File: config.mk
export PLATFORM = sky130hd
export DESIGN_NAME = cbranch_unit
export DESIGN_NICKNAME = d
export VERILOG_FILES = /design/src/rtl/cbu_pkg.sv /design/src/rtl/cbu_decode.sv /design/src/rtl/cbu_cond.sv /design/src/rtl/cbu_target.sv /design/src/rtl/cbranch_unit.sv
export SDC_FILE = /design/constraint.sdc
export NUM_CORES = 1
export LEC_CHECK = 0
export CAP_MARGIN = 10
export CORE_ASPECT_RATIO = 1.75
export CORE_UTILIZATION = 45
export CTS_CLUSTER_SIZE = 10
export DETAILED_ROUTE_END_ITERATION = 6
export PLACE_DENSITY = 0.8
export SYNTH_ARGS = -nofsm -noshare
export SYNTH_HDL_FRONTEND = slang
export SYNTH_SLANG_ARGS = --single-unit
File: constraint.sdc
create_clock -name clk -period 9.28 [get_ports clk]
set_input_delay 0.928 -clock clk [delete_from_list [all_inputs] [get_ports clk]]
set_output_delay 0.928 -clock clk [all_outputs]
set_load 0.005 [all_outputs]
File: src/rtl/cbu_pkg.sv
// Package: shared types and opcode constants for the compact branch unit.
// Assumes the 6-bit major opcode sits in bits 31:26 of the instruction.
package cbu_pkg;

    localparam logic [5:0] OP_OVF_EQ   = 6'h08;
    localparam logic [5:0] OP_NOVF_NE  = 6'h18;
    localparam logic [5:0] OP_LE_GEU   = 6'h06;
    localparam logic [5:0] OP_GT_LTU   = 6'h07;
    localparam logic [5:0] OP_LE_GE_S  = 6'h16;
    localparam logic [5:0] OP_GT_LT_S  = 6'h17;
    localparam logic [5:0] OP_BR       = 6'h32;
    localparam logic [5:0] OP_BR_LINK  = 6'h3A;
    localparam logic [5:0] OP_ZR_JMP   = 6'h36;
    localparam logic [5:0] OP_NZ_JMPL  = 6'h3E;

    // Condition the evaluator must test
    typedef enum logic [4:0] {
        C_NONE, C_OVF, C_NOVF, C_EQ, C_NE,
        C_RT_EQZ, C_RT_NEZ, C_RT_LEZ, C_RT_GTZ, C_RT_GEZ, C_RT_LTZ,
        C_GEU, C_LTU, C_GES, C_LTS, C_RS_EQZ, C_RS_NEZ, C_ALWAYS
    } cond_e;

    // How the target address is formed
    typedef enum logic [1:0] {
        T_OFF16, T_OFF21, T_OFF26, T_INDIRECT
    } tgt_e;

    typedef struct packed {
        logic  handled;
        logic  resv;
        logic  link;
        cond_e cond;
        tgt_e  tsel;
    } dec_t;

endpackage

File: src/rtl/cbu_decode.sv
// Module: cbu_decode
// Classifies the upper half of an instruction word into a compact branch
// form. Instructions that share an opcode are separated by comparing the
// rs and rt register numbers. Purely combinational.
module cbu_decode
    import cbu_pkg::*;
(
    input  logic [15:0] hi_i,     // instruction bits 31:16
    output dec_t        dec_o
);
    logic [5:0] op;
    logic [4:0] rs_n;
    logic [4:0] rt_n;

    assign op   = hi_i[15:10];
    assign rs_n = hi_i[9:5];
    assign rt_n = hi_i[4:0];

    // Opcode and register-number split into condition, link and target kind
    always_comb begin
        dec_o         = '0;
        dec_o.cond    = C_NONE;
        dec_o.tsel    = T_OFF16;
        case (op)
            OP_OVF_EQ, OP_NOVF_NE: begin
                dec_o.handled = 1'b1;
                if (rs_n >= rt_n) begin
                    dec_o.cond = (op == OP_NOVF_NE) ? C_NOVF : C_OVF;
                end else if (rs_n == 5'd0) begin
                    dec_o.cond = (op == OP_NOVF_NE) ? C_RT_NEZ : C_RT_EQZ;
                    dec_o.link = 1'b1;
                end else begin
                    dec_o.cond = (op == OP_NOVF_NE) ? C_NE : C_EQ;
                end
            end
            OP_LE_GEU, OP_GT_LTU: begin
                if (rt_n != 5'd0) begin
                    dec_o.handled = 1'b1;
                    if (rs_n == 5'd0) begin
                        dec_o.cond = (op == OP_GT_LTU) ? C_RT_GTZ : C_RT_LEZ;
                        dec_o.link = 1'b1;
                    end else if (rs_n == rt_n) begin
                        dec_o.cond = (op == OP_GT_LTU) ? C_RT_LTZ : C_RT_GEZ;
                        dec_o.link = 1'b1;
                    end else begin
                        dec_o.cond = (op == OP_GT_LTU) ? C_LTU : C_GEU;
                    end
                end
            end
            OP_LE_GE_S, OP_GT_LT_S: begin
                dec_o.handled = 1'b1;
                if (rt_n == 5'd0) begin
                    dec_o.resv = 1'b1;
                end else if (rs_n == 5'd0) begin
                    dec_o.cond = (op == OP_GT_LT_S) ? C_RT_GTZ : C_RT_LEZ;
                end else if (rs_n == rt_n) begin
                    dec_o.cond = (op == OP_GT_LT_S) ? C_RT_LTZ : C_RT_GEZ;
                end else begin
                    dec_o.cond = (op == OP_GT_LT_S) ? C_LTS : C_GES;
                end
            end
            OP_BR, OP_BR_LINK: begin
                dec_o.handled = 1'b1;
                dec_o.cond    = C_ALWAYS;
                dec_o.tsel    = T_OFF26;
                dec_o.link    = (op == OP_BR_LINK);
            end
            OP_ZR_JMP, OP_NZ_JMPL: begin
                dec_o.handled = 1'b1;
                if (rs_n != 5'd0) begin
                    dec_o.cond = (op == OP_NZ_JMPL) ? C_RS_NEZ : C_RS_EQZ;
                    dec_o.tsel = T_OFF21;
                end else begin
                    dec_o.cond = C_ALWAYS;
                    dec_o.tsel = T_INDIRECT;
                    dec_o.link = (op == OP_NZ_JMPL);
                end
            end
            default: dec_o.handled = 1'b0;
        endcase
    end

endmodule

File: src/rtl/cbu_cond.sv
// Module: cbu_cond
// Evaluates the branch condition selected by the decoder on the two
// operand values. Overflow is judged on an XLEN-bit two's-complement add.
module cbu_cond
    import cbu_pkg::*;
#(
    parameter int XLEN = 32
) (
    input  cond_e           cond_i,
    input  logic [XLEN-1:0] rs_val_i,
    input  logic [XLEN-1:0] rt_val_i,
    output logic            true_o
);
    localparam int MSB = XLEN - 1;

    logic [XLEN-1:0] sum;
    logic            ovf;
    logic            rt_zero;
    logic            rt_neg;

    // Signed overflow: result sign differs from both operands' common sign
    always_comb begin
        sum     = rs_val_i + rt_val_i;
        ovf     = ((sum ^ rt_val_i) & ~(rs_val_i ^ rt_val_i)) >> MSB != '0;
        rt_zero = (rt_val_i == '0);
        rt_neg  = rt_val_i[MSB];
    end

    // Condition multiplexer
    always_comb begin
        case (cond_i)
            C_OVF:     true_o = ovf;
            C_NOVF:    true_o = !ovf;
            C_EQ:      true_o = (rs_val_i == rt_val_i);
            C_NE:      true_o = (rs_val_i != rt_val_i);
            C_RT_EQZ:  true_o = rt_zero;
            C_RT_NEZ:  true_o = !rt_zero;
            C_RT_LEZ:  true_o = rt_neg || rt_zero;
            C_RT_GTZ:  true_o = !rt_neg && !rt_zero;
            C_RT_GEZ:  true_o = !rt_neg;
            C_RT_LTZ:  true_o = rt_neg;
            C_GEU:     true_o = (rs_val_i >= rt_val_i);
            C_LTU:     true_o = (rs_val_i < rt_val_i);
            C_GES:     true_o = ($signed(rs_val_i) >= $signed(rt_val_i));
            C_LTS:     true_o = ($signed(rs_val_i) < $signed(rt_val_i));
            C_RS_EQZ:  true_o = (rs_val_i == '0);
            C_RS_NEZ:  true_o = (rs_val_i != '0);
            C_ALWAYS:  true_o = 1'b1;
            default:   true_o = 1'b0;
        endcase
    end

endmodule

File: src/rtl/cbu_target.sv
// Module: cbu_target
// Forms the branch or jump destination from the offset field chosen by the
// decoder. PC-relative forms add to PC + 4; the indirect form adds to rt.
module cbu_target
    import cbu_pkg::*;
#(
    parameter int XLEN = 32
) (
    input  tgt_e            tsel_i,
    input  logic [25:0]     field_i,    // instruction bits 25:0
    input  logic [XLEN-1:0] pc_plus4_i,
    input  logic [XLEN-1:0] rt_val_i,
    output logic [XLEN-1:0] target_o
);
    localparam int PAD16 = XLEN - 18;
    localparam int PAD21 = XLEN - 23;
    localparam int PAD26 = XLEN - 28;
    localparam int PADIM = XLEN - 16;

    logic [XLEN-1:0] off16;
    logic [XLEN-1:0] off21;
    logic [XLEN-1:0] off26;
    logic [XLEN-1:0] imm_sx;

    // Sign-extended offsets, word-scaled except for the indirect immediate
    always_comb begin
        off16  = {{PAD16{field_i[15]}}, field_i[15:0], 2'b00};
        off21  = {{PAD21{field_i[20]}}, field_i[20:0], 2'b00};
        off26  = {{PAD26{field_i[25]}}, field_i[25:0], 2'b00};
        imm_sx = {{PADIM{field_i[15]}}, field_i[15:0]};
    end

    // Destination select
    always_comb begin
        case (tsel_i)
            T_OFF21:    target_o = pc_plus4_i + off21;
            T_OFF26:    target_o = pc_plus4_i + off26;
            T_INDIRECT: target_o = rt_val_i + imm_sx;
            default:    target_o = pc_plus4_i + off16;
        endcase
    end

endmodule

File: src/rtl/cbranch_unit.sv
// Module: cbranch_unit (top)
// Resolves no-delay-slot branches and jumps and registers the outcome one
// clock after the inputs. Assumes operands are already read from the
// register file; the link write itself is performed elsewhere.
module cbranch_unit
    import cbu_pkg::*;
#(
    parameter int XLEN = 32
) (
    input  logic            clk,
    input  logic            rst_n,
    input  logic [31:0]     instr_i,
    input  logic [XLEN-1:0] pc_i,
    input  logic [XLEN-1:0] rs_val_i,
    input  logic [XLEN-1:0] rt_val_i,
    input  logic            in_dslot_i,
    output logic            taken_o,
    output logic [XLEN-1:0] next_pc_o,
    output logic            link_we_o,
    output logic [XLEN-1:0] link_val_o,
    output logic            resv_exc_o,
    output logic            handled_o
);
    localparam logic [XLEN-1:0] STEP = XLEN'(4);

    dec_t            dec;
    logic            cond_true;
    logic [XLEN-1:0] pc_plus4;
    logic [XLEN-1:0] target;
    logic            exc_d;
    logic            taken_d;
    logic            link_d;
    logic [XLEN-1:0] next_pc_d;

    cbu_decode u_dec (
        .hi_i  (instr_i[31:16]),
        .dec_o (dec)
    );

    cbu_cond #(.XLEN(XLEN)) u_cond (
        .cond_i   (dec.cond),
        .rs_val_i (rs_val_i),
        .rt_val_i (rt_val_i),
        .true_o   (cond_true)
    );

    cbu_target #(.XLEN(XLEN)) u_tgt (
        .tsel_i     (dec.tsel),
        .field_i    (instr_i[25:0]),
        .pc_plus4_i (pc_plus4),
        .rt_val_i   (rt_val_i),
        .target_o   (target)
    );

    // Combine decode, condition and slot state into the next outcome
    always_comb begin
        pc_plus4  = pc_i + STEP;
        exc_d     = dec.handled && (dec.resv || in_dslot_i);
        taken_d   = dec.handled && !exc_d && cond_true;
        link_d    = dec.handled && !exc_d && dec.link;
        next_pc_d = taken_d ? target : pc_plus4;
    end

    // Output registers with synchronous active-low reset
    always_ff @(posedge clk) begin
        if (!rst_n) begin
            taken_o    <= 1'b0;
            next_pc_o  <= '0;
            link_we_o  <= 1'b0;
            link_val_o <= '0;
            resv_exc_o <= 1'b0;
            handled_o  <= 1'b0;
        end else begin
            taken_o    <= taken_d;
            next_pc_o  <= next_pc_d;
            link_we_o  <= link_d;
            link_val_o <= pc_plus4;
            resv_exc_o <= exc_d;
            handled_o  <= dec.handled;
        end
    end


    dslot_block_chk: assert property (@(posedge clk) disable iff (!rst_n)
        (in_dslot_i && dec.handled) |=> (resv_exc_o && !taken_o && !link_we_o));


    unclaimed_quiet_chk: assert property (@(posedge clk) disable iff (!rst_n)
        !handled_o |-> (!taken_o && !link_we_o && !resv_exc_o));


    fallthru_pc_chk: assert property (@(posedge clk) disable iff (!rst_n)
        !taken_d |=> (next_pc_o == $past(pc_i) + STEP));


    link_value_chk: assert property (@(posedge clk) disable iff (!rst_n)
        link_d |=> (link_we_o && link_val_o == $past(pc_i) + STEP));


    taken_exc_excl_chk: assert property (@(posedge clk) disable iff (!rst_n)
        $onehot0({taken_o, resv_exc_o}));


    rt_zero_resv_chk: assert property (@(posedge clk) disable iff (!rst_n)
        ((instr_i[31:26] == OP_LE_GE_S || instr_i[31:26] == OP_GT_LT_S)
         && instr_i[20:16] == 5'd0) |=> (resv_exc_o && handled_o));

endmodule

==> impl_results.md <==
* Outcome: finished clean
* Post-route setup slack at roughly 3.6 ns
* Die ar. at ~0.019 mm²
* Die Ht at 183.6 µm
* First-pass GRT wire length at around 45000 µm
* Nature of the critical path endpoint: flip-flop
* CTS Root Cell: clkbuf_16
* CTS tree: yes
* Final hold vios at 0
* RSZ-0062 raised after global routing: no
* Total GRT Usage at between 20% and 30%
* Ant diodes at 0
* Tot Pwr at between 1 and 1.5 mW
* Die Width at roughly 110 µm
* Final ANT Viol Nets at 0
* Vias per cell at between 5 and 6
* Initial Util at about 46%
* Initial DRC count at approximately 540
* CTS resizes at 0
* Layout cells sized above 1 at under 10%
* Total congestion overflow at 0
* Total Wirelength at approximately 29000 µm
* Cell Rows at 66
* Final period util at 60.67%
* Post-synth top flop: dfxtp_1
* Max-Slew Margin vs Limit at approximately 37%
* Top cell family by delay on the critical path: compound AO/OA/AOI/OAI gates
* Synthesis Warnings at 0
* Power per cell area at around 110 mW/mm²
* Cell Area, Synth at about 0.0085 mm²
* CORE AREA at around 0.018 mm²
* Post-synthesis cell count at between 1000 and 1500
* Fin crit period at 5.631 ns
* Crit. path cell count at 14
* Worst-path cell chain: clkdlybuf4s50_1, inv_1, ha_1, nand3_1, nor4_1, a21oi_1, a31oi_1, nor2_1, or3_1, a41oi_1, o21a_1, buf_4, nor3_1, a311oi_2
* Pins over their slew limit at 0
* Drt drc at 0
* Most frequent cells after synthesis: ha_1 (132), a21oi_1 (87), nand2_1 (82)
* Worst-path maximum fanout at 17
* Drt wl/cell at about 19 µm
* Post-synthesis sequential area ratio at approximately 16%
* Critical-path top delay cell: nor4_1
* Pin count of the biggest net entering global routing at 39
* Top cell type's share of synthesized area at 19.48%
* Placer Congestion at between 0.9 and 1
* Place WS at 3.377 ns
* Syn avg cell area at slightly below 8 µm²
* Count of input and output buffers at approximately 200
* Initial antenna violation count at 0
* Max Root-Sink Buffers at 2
* Sink Count at between 60 and 70
* Area grow syn2layout at 28.89%
* WP buf/inv at 3
* Worst EP arrival at 5.89 ns
* Ys async rst share at 0%
* Peak VDD IR at 91.02 µV
* Max Cap Viol at 0
* Data required time of the critical path at 9.54 ns
* Launch point of the worst path: rt_val_i[28]
* Hold path depth at 3
* CTS Hold Bufs at 0
* # nets final at about 1500
* Top-count cell post-synth: ha_1
* Pre-antenna DRT Iters at 5
* Syn_nets at ~1400
* Vias at about 9000
* Crit start category: input port
* Max Fclk at around 180 MHz
* I/O pin cnt at about 200
* Post-synth EDFFs at 0
* Vias in the first global route at around 9000
* TNS Setup at 0 ns
* Worst-path clk slew at approximately 0.060 ns
* H-Tree Depth at 3
* Postcts setup bufs at 0
* Setup Crit Path Kind: input port to flip-flop
* Largest area contributor in the netlist: ha_1
* Register bit total from synthesis at between 60 and 70
* Synth unique cells at slightly above 80
* Post-DP HPWL at 23430 µm
* Hold WC Path Type: input port to flip-flop
* Cell area after layout at 0.01093 mm²
* # setup viols final at 0
* P_leak at around 4.6 nW
* Synth area leaders: ha_1 (19%), dfxtp_1 (16%), a21oi_1 (5.1%)
* Slowest stage delay, CP at 0.84 ns
* Hold slack at 1.167 ns
* Tightest Pin Transition at roughly 0.94 ns
* Post-Place Cell Area at roughly 0.011 mm²
* Num CTS Buffers at 9
* Hold Path Origin: pc_i[0]
placed cells by master (no fill, tap or decap), types with 23 or more instances in the layout:
cell type        synthesis  final
inv_1                   81     81
nor3_1                  50     50
o21ai_0                 42     42
nand3_1                 31     31
ha_1                   132    132
dfxtp_1                 68     68
a21oi_1                 87     87
xor2_1                  23     23
and2_1                  29     29
nor4_1                  26     26
a21o_1                  27     27
clkdlybuf4s50_1          0    198
xnor2_1                 49     49
nand2_1                 82     82
nor2_1                  80     79
cells by family after synthesis:
| family | count (synthesis) | share of synthesized area, % |
|---|---|---|
| compound gates | 313 | 26.03 |
| xor+xnor | 72 | 7.437 |
| mux | 6 | 0.7378 |
| buf+inv | 110 | 5.430 |
| simple gates | 394 | 24.36 |
| fa+ha+maj | 134 | 19.95 |
| flops | 68 | 16.05 |
area by class of cell:
| type | count | area (µm²) |
|---|---|---|
| Inverter | 81 | 304.0 |
| Clock inverter | 6 | 47.55 |
| Timing Repair Buffer | 203 | 2019 |
| Multi-Input combinational cell | 919 | 6660 |
| Fill cell | 1728 | 7569 |
| Tap cell | 238 | 297.8 |
| Sequential cell | 68 | 1361 |
| Clock buffer | 10 | 239.0 |
stage by stage:
step | util [%] | cells
4_1_cts | 59.08 | 1525
2_1_floorplan | - | 1097
3_3_place_gp | 57.54 | 1509
6_report | 59.08 | 1525
3_5_place_dp | 57.54 | 1509
5_1_grt | 59.08 | 1525
state kept, by name, indices dropped and copies added, names as in the netlist:
signal	count
taken_o	1
next_pc_o	32
link_val_o	32
link_we_o	1
resv_exc_o	1
handled_o	1
final timing paths:
| path | to | slack, ns |
|---|---|---|
| max | next_pc_o[30] | 3.65 |
| min | link_val_o[0] | 1.17 |
report_power, final:
group / total (mW) / internal (mW) / leakage [nW] / switching [mW]
clock network: 0.337 / 0.190 / 0.127 / 0.148
logic: 0.506 / 0.239 / 3.90 / 0.267
registers: 0.317 / 0.309 / 0.566 / 0.00809
total: 1.16 / 0.737 / 4.59 / 0.423
routing by layer:
layer | global-route usage (%) | up-vias | routed length (µm)
met4 | 22.06 | 0 | 2049
met3 | 4.325 | 104 | 1571
met5 | 0 | - | 0
li1 | - | 4427 | -
met1 | 30.76 | 4207 | 10700
met2 | 53.18 | 329 | 14310
Power figures use the tool's default switching activity.
